[src/rtl/fpnr_pkg.sv]
package fpnr_pkg;

   typedef enum logic [2:0] {
      OP_ADD  = 3'b000,
      OP_SUB  = 3'b001,
      OP_MUL  = 3'b010,
      OP_DIV  = 3'b011,
      OP_SQRT = 3'b100
   } fpnr_op_e;

   typedef struct packed {
      logic sign;
      logic is_nan;
      logic is_snan;
      logic is_inf;
      logic is_zero;
   } fpnr_class_t;

endpackage

[src/rtl/fpnr_classify.sv]
module fpnr_classify
   import fpnr_pkg::*;
#(
   parameter int EXP_W  = 11,
   parameter int FRAC_W = 52,
   localparam int W     = EXP_W + FRAC_W + 1
) (
   input  logic [W-1:0] val,
   output fpnr_class_t  cls
);

   logic exp_ones, exp_zero, frac_zero;

   assign exp_ones  = &val[W-2:FRAC_W];
   assign exp_zero  = ~|val[W-2:FRAC_W];
   assign frac_zero = ~|val[FRAC_W-1:0];

   always_comb begin
      cls.sign    = val[W-1];
      cls.is_nan  = exp_ones & ~frac_zero;
      cls.is_snan = exp_ones & ~frac_zero & ~val[FRAC_W-1];
      cls.is_inf  = exp_ones & frac_zero;
      cls.is_zero = exp_zero & frac_zero;
   end

endmodule

[src/rtl/fpnr_select.sv]
module fpnr_select
   import fpnr_pkg::*;
#(
   parameter int EXP_W  = 11,
   parameter int FRAC_W = 52,
   localparam int W     = EXP_W + FRAC_W + 1,
   localparam int PAY_W = FRAC_W - 1
) (
   input  logic [2:0]   op,
   input  logic [W-1:0] a,
   input  logic [W-1:0] b,
   input  fpnr_class_t  ca,
   input  fpnr_class_t  cb,
   input  logic         max_payload,
   output logic         special,
   output logic         inv,
   output logic [W-1:0] res
);

   localparam logic [W-1:0] DEFAULT_NAN = {1'b1, {EXP_W{1'b1}}, 1'b1, {PAY_W{1'b0}}};

   function automatic logic [W-1:0] quieten(input logic [W-1:0] x);
      return {x[W-1], {EXP_W{1'b1}}, 1'b1, x[PAY_W-1:0]};
   endfunction

   logic          b_wins_max;
   logic [W-1:0]  two_nan_pick;
   logic          bad_case;

   assign b_wins_max   = b[PAY_W-1:0] > a[PAY_W-1:0];
   assign two_nan_pick = (max_payload && b_wins_max) ? b : a;

   always_comb begin
      case (fpnr_op_e'(op))
         OP_ADD:  bad_case = ca.is_inf & cb.is_inf & (ca.sign ^ cb.sign);
         OP_SUB:  bad_case = ca.is_inf & cb.is_inf & ~(ca.sign ^ cb.sign);
         OP_MUL:  bad_case = (ca.is_zero & cb.is_inf) | (ca.is_inf & cb.is_zero);
         OP_DIV:  bad_case = (ca.is_zero & cb.is_zero) | (ca.is_inf & cb.is_inf);
         default: bad_case = 1'b0;
      endcase
   end

   always_comb begin
      special = 1'b0;
      inv     = 1'b0;
      res     = '0;
      if (fpnr_op_e'(op) == OP_SQRT) begin
         if (ca.is_nan) begin
            special = 1'b1;
            inv     = ca.is_snan;
            res     = quieten(a);
         end else if (ca.sign && ca.is_zero) begin
            special = 1'b1;
            res     = a;
         end else if (ca.sign) begin
            special = 1'b1;
            inv     = 1'b1;
            res     = DEFAULT_NAN;
         end
      end else if (op < 3'b100) begin
         if (ca.is_nan || cb.is_nan) begin
            special = 1'b1;
            inv     = ca.is_snan | cb.is_snan;
            if (ca.is_nan && cb.is_nan) res = quieten(two_nan_pick);
            else if (ca.is_nan)         res = quieten(a);
            else                        res = quieten(b);
         end else if (bad_case) begin
            special = 1'b1;
            inv     = 1'b1;
            res     = DEFAULT_NAN;
         end
      end
   end

endmodule

[src/rtl/fp_nan_resolver.sv]
module fp_nan_resolver
   import fpnr_pkg::*;
#(
   parameter int EXP_W  = 11,
   parameter int FRAC_W = 52,
   localparam int W     = EXP_W + FRAC_W + 1
) (
   input  logic         clk,
   input  logic         rst_n,
   input  logic         in_valid,
   input  logic [2:0]   op,
   input  logic [W-1:0] opa,
   input  logic [W-1:0] opb,
   input  logic         inv_mask,
   input  logic         max_payload,
   output logic         out_valid,
   output logic [W-1:0] result,
   output logic         bypass,
   output logic         invalid,
   output logic         trap_req
);

   generate
      if (FRAC_W < 2) begin : g_bad_frac
         $error("FRAC_W must leave room for a quiet bit and a payload");
      end
      if (EXP_W < 2) begin : g_bad_exp
         $error("EXP_W must be at least 2");
      end
   endgenerate

   logic [W-1:0] opnd [2];
   fpnr_class_t  cls  [2];

   assign opnd[0] = opa;
   assign opnd[1] = opb;

   generate
      for (genvar i = 0; i < 2; i++) begin : g_cls
         fpnr_classify #(.EXP_W(EXP_W), .FRAC_W(FRAC_W)) u_cls (
            .val (opnd[i]),
            .cls (cls[i])
         );
      end
   endgenerate

   logic         sel_special, sel_inv;
   logic [W-1:0] sel_res;

   fpnr_select #(.EXP_W(EXP_W), .FRAC_W(FRAC_W)) u_sel (
      .op          (op),
      .a           (opa),
      .b           (opb),
      .ca          (cls[0]),
      .cb          (cls[1]),
      .max_payload (max_payload),
      .special     (sel_special),
      .inv         (sel_inv),
      .res         (sel_res)
   );

   logic raise_trap;
   assign raise_trap = sel_inv & ~inv_mask;

   always_ff @(posedge clk or negedge rst_n) begin
      if (!rst_n) begin
         out_valid <= 1'b0;
         result    <= '0;
         bypass    <= 1'b0;
         invalid   <= 1'b0;
         trap_req  <= 1'b0;
      end else begin
         out_valid <= in_valid;
         if (in_valid) begin
            result   <= sel_res;
            bypass   <= sel_special & ~raise_trap;
            invalid  <= sel_inv;
            trap_req <= raise_trap;
         end else begin
            bypass   <= 1'b0;
            invalid  <= 1'b0;
            trap_req <= 1'b0;
         end
      end
   end


   valid_follow_chk: assert property (@(posedge clk) disable iff (!rst_n)
      in_valid |=> out_valid);

   valid_drop_chk: assert property (@(posedge clk) disable iff (!rst_n)
      !in_valid |=> !out_valid);

   idle_quiet_chk: assert property (@(posedge clk) disable iff (!rst_n)
      !out_valid |-> !(bypass || invalid || trap_req));

   trap_excl_chk: assert property (@(posedge clk) disable iff (!rst_n)
      trap_req |-> (invalid && !bypass));

   trap_unmasked_chk: assert property (@(posedge clk) disable iff (!rst_n)
      (in_valid && !inv_mask) |=> (invalid == trap_req));

   quiet_out_chk: assert property (@(posedge clk) disable iff (!rst_n)
      (bypass && invalid) |-> (result[FRAC_W-1] && (&result[W-2:FRAC_W])));

   masked_bypass_chk: assert property (@(posedge clk) disable iff (!rst_n)
      (in_valid && inv_mask) |=> !trap_req);

endmodule

[config.mk]
export PLATFORM = sky130hd
export DESIGN_NAME = fp_nan_resolver
export DESIGN_NICKNAME = d
export VERILOG_FILES = /design/src/rtl/fpnr_pkg.sv /design/src/rtl/fpnr_classify.sv /design/src/rtl/fpnr_select.sv /design/src/rtl/fp_nan_resolver.sv
export SDC_FILE = /design/constraint.sdc
export NUM_CORES = 1
export LEC_CHECK = 0
export ABC_AREA = 1
export CAP_MARGIN = 20
export CORE_AREA = 5 5 150 95
export CTS_CLUSTER_SIZE = 30
export DETAILED_ROUTE_END_ITERATION = 10
export DIE_AREA = 0 0 155 100
export GPL_TIMING_DRIVEN = 0
export PLACE_DENSITY_LB_ADDON = 0.2
export SLEW_MARGIN = 20
export SYNTH_ARGS = -nofsm -noshare
export SYNTH_HDL_FRONTEND = slang
export SYNTH_SLANG_ARGS = --single-unit
[constraint.sdc]
create_clock -name clk -period 0.81 [get_ports clk]
set_input_delay 0.081 -clock clk [delete_from_list [all_inputs] [get_ports clk]]
set_output_delay 0.081 -clock clk [all_outputs]
set_load 0.01 [all_outputs]
==> impl_results.md, run 1 <==
- Status: finished with violations
- Failing checks: hold timing, setup timing
- Crit. End Element: flip-flop
- I/O pin total: 204
- Final net count: around 1.4k
- Final setup viols: 135
- Clock Skew: 0 ns
- Synth area leader: dfrtp_1
- Worst path cell trace: buf_4 > inv_2 > ha_1 > nand2_1 > inv_1 > nand4_1 > nor2_2 > nand2_1 > nor2_1 > nand2_2 > nand3_4 > buf_4 > nand2_4 > buf_6 > nand3_1 > nand3_2 > a21oi_2
- Area growth, synth to finish: 83.3%
- Top cells by count, synth: nand2_1 (148), nor2_1 (139), nand3_1 (138)
- DIE WIDTH: about 160 um
- Initial antenna violation count: 3
- Clk buf depth: 2
- Inst Count DP: between 1k and 1.5k
- Power Density: 1170 nW/um2
- Number of port buffers: a little over 200
- Non-filler cells, final: roughly 1.4k
- Share of layout cells above drive strength 1: between 50% and 60%
- Clk root buf: clkbuf_16
- Largest fanout on the critical path: 5
- Post-Synthesis Cell Area: a little under 6000 um2
- Leak: 4.92 nW
- Tightest Hold Check Type: input pin to asynchronous set/reset pin
- Critical path launch point type: input pin
- Core ar.: 12600 um2
- Fin worst setup slack: -1.29 ns
- RSZ-0062 raised after global routing: yes
- Reg clk slew, reported paths: about 0.07 ns
- Worst-Margin Slew: approximately 0.61 ns
- Syn Area/Cell: roughly 6.4 um2
- Hold slack: -0.323 ns
- CTS Sinks: 68
- Cell variety after synth: 29
- EDFF count, synth: 0
- First-pass GRT wire length: just under 40000 um
- H-tree depth: 3
- Ys flop type: dfrtp_1
- Min Tclk post-route: ~2.1 ns
- Share of flip-flops with an asynchronous set or reset: 100%
- TritonCTS Buffers: 9
- CP max stage delay: 0.31 ns
- Crit path DAT: ~2.4 ns
- Peak supply drop: between 0.001 and 0.0015 V
- # DRC: 0
- Antenna-violating nets left: 0
- Overflow after GRT: 0
- Syn. warnings: 0
- Post-layout util: 84.7%
- Slew Viols, Final: 0
- Crit path kind: input pin to flip-flop
- DP HPWL: around 17000 um
- Die Span Y: 100 um
- GP Congestion: between 0.9 and 1
- Setup TNS: -82.39 ns
- Starting Density: roughly 46%
- Largest cells by area after synthesis: dfrtp_1 (29%), nand3_1 (12%), ha_1 (11%)
- Die ar.: approximately 16000 um2
- TritonRoute pass-1 iters: 7
- Synth Instances: 904
- Sequential share of the synthesized area: around 30%
- Max Fclk: between 400 and 500 MHz
- Relative max-transition margin: 59.3%
- Crit-path slowest cell: ha_1
- Vias: ~8.4k
- Starting DRT DRC Count: between 900 and 1k
- CTS tree: yes
- Detailed Route WL: 30700 um
- Hold Fails Final Rpt: 31
- Clk_lat worst skew: 0.35 ns
- Vias in the first global route: about 7.6k
- Worst Path Required: 1.07 ns
- Rows: 32
- Via density: ~6.0
- Post-synth top area share: roughly 29%
- Tcrit/Tclk final: 259%
- Maxcap violations: 0
- Yosys reg bits: between 60 and 70
- Largest net degree at the start of global routing: 38
- WL/cell: 22.1 um
- Syn_nets: 1091
- Tot GR Track Use: 31.6%
- Cell with the most instances after synthesis: nand2_1
[through the flow]
step	area, um2	hold slack (ns)	setup slack (ns)	power [mW]
after global placement	8200	0.491	-2.79	6.70
after floorplan	5950	-0.215	-0.840	5.05
after global routing	10700	-0.294	-1.32	12.8
after CTS	9860	-0.310	-0.974	11.7
after detailed placement	8220	0.0510	-1.90	6.75
final	10700	-0.323	-1.29	12.5
[state kept, by name, summed over array words and instances (netlist names)]
| signal | cells |
|---|---|
| bypass | 1 |
| invalid | 1 |
| out_valid | 1 |
| result | 64 |
| trap_req | 1 |
[repair_timing]
item / in CTS / in global routing
cloned: 10 / 1
pin swaps: 82 / 110
endpoints found under the setup margin: 135 / 135
hold endpoints to repair: 31 / 31
buffers inserted: 46 / 37
gates resized for setup: 650 / 427
[layer usage]
metal	wire length [um]	global-route usage (%)
met3	3860	10.8
met4	1830	8.82
met2	13500	48.8
met1	11500	42.2
met5	0	0
[critical path, delay by kind of cell]
family	cells	cell delay [ns]
AND/OR/NAND/NOR	10	1.24
buffers and inverters	5	0.55
adder cells (fa/ha/maj)	1	0.31
AO/OA/AOI/OAI	1	0.16
[final timing paths]
| check | end | slack [ns] | startpoint | cells after the start |
|---|---|---|---|---|
| min | result[5]$_DFFE_PN0P_ | -0.32 | rst_n | 1 |
| min reg2reg | result[18]$_DFFE_PN0P_ | 0.52 | result[18]$_DFFE_PN0P_ | 2 |
| max | result[25]$_DFFE_PN0P_ | -1.29 | opa[30] | 17 |
| max reg2reg | result[21]$_DFFE_PN0P_ | -0.06 | result[21]$_DFFE_PN0P_ | 3 |
| min in group clk | result[39]$_DFFE_PN0P_ | 0.05 | opa[39] | 3 |
| max in group asynchronous | result[36]$_DFFE_PN0P_ | 0.55 | rst_n | 2 |
[layout by cell type (no fill, tap or decap), types with 9 or more instances in the layout]
| master | count |
|---|---|
| nor2_1 | 102 |
| nand2_1 | 98 |
| nand3_2 | 80 |
| a21oi_1 | 79 |
| buf_4 | 76 |
| clkbuf_2 | 72 |
| dfrtp_1 | 68 |
| inv_1 | 66 |
| nand3_1 | 54 |
| buf_2 | 54 |
| inv_2 | 53 |
| buf_6 | 50 |
| a21oi_2 | 45 |
| nand2_2 | 44 |
| ha_4 | 43 |
| nor2_2 | 34 |
| dlygate4sd2_1 | 22 |
| nor2_4 | 19 |
| inv_4 | 13 |
| buf_8 | 13 |
| nand4_1 | 11 |
| nand2_4 | 11 |
| clkbuf_16 | 11 |
| clkbuf_1 | 10 |
| clkdlybuf4s15_2 | 9 |
[layout make-up]
class	instances	area [um2]
Antenna cell	3	7.51
Buffer	38	349
Clock buffer	9	225
Clock inverter	7	121
Fill cell	696	1930
Inverter	136	578
Multi-Input combinational cell	663	5100
Sequential cell	68	1700
Tap cell	170	213
Timing Repair Buffer	296	2390
[kinds of logic after synthesis]
| kind of cell | after synthesis | synth area share (%) |
|---|---|---|
| AND/OR/NAND/NOR | 470 | 35.6 |
| buffers and inverters | 175 | 11.8 |
| AO/OA/AOI/OAI | 139 | 12.3 |
| flip-flops | 68 | 29.2 |
| adder cells (fa/ha/maj) | 51 | 10.9 |
| XOR/XNOR | 1 | 0.150 |
[power breakdown]
part | internal [mW] | switching, mW
clock network | 3.04 | 1.82
registers | 3.62 | 0.144
logic | 1.66 | 2.17
total | 8.32 | 4.13
Power figures use the tool's default switching activity.
==> inputs of run 2 (changes only) <==
--- a/config.mk
+++ b/config.mk
@@ -8,7 +8,7 @@
 export ABC_AREA = 1
 export CAP_MARGIN = 20
 export CORE_AREA = 5 5 150 95
-export CTS_CLUSTER_SIZE = 30
+export CTS_CLUSTER_SIZE = 24
 export DETAILED_ROUTE_END_ITERATION = 10
 export DIE_AREA = 0 0 155 100
 export GPL_TIMING_DRIVEN = 0
==> results of run 2 <==
The final DEF is identical to that of run 1; final timing and power are the same.
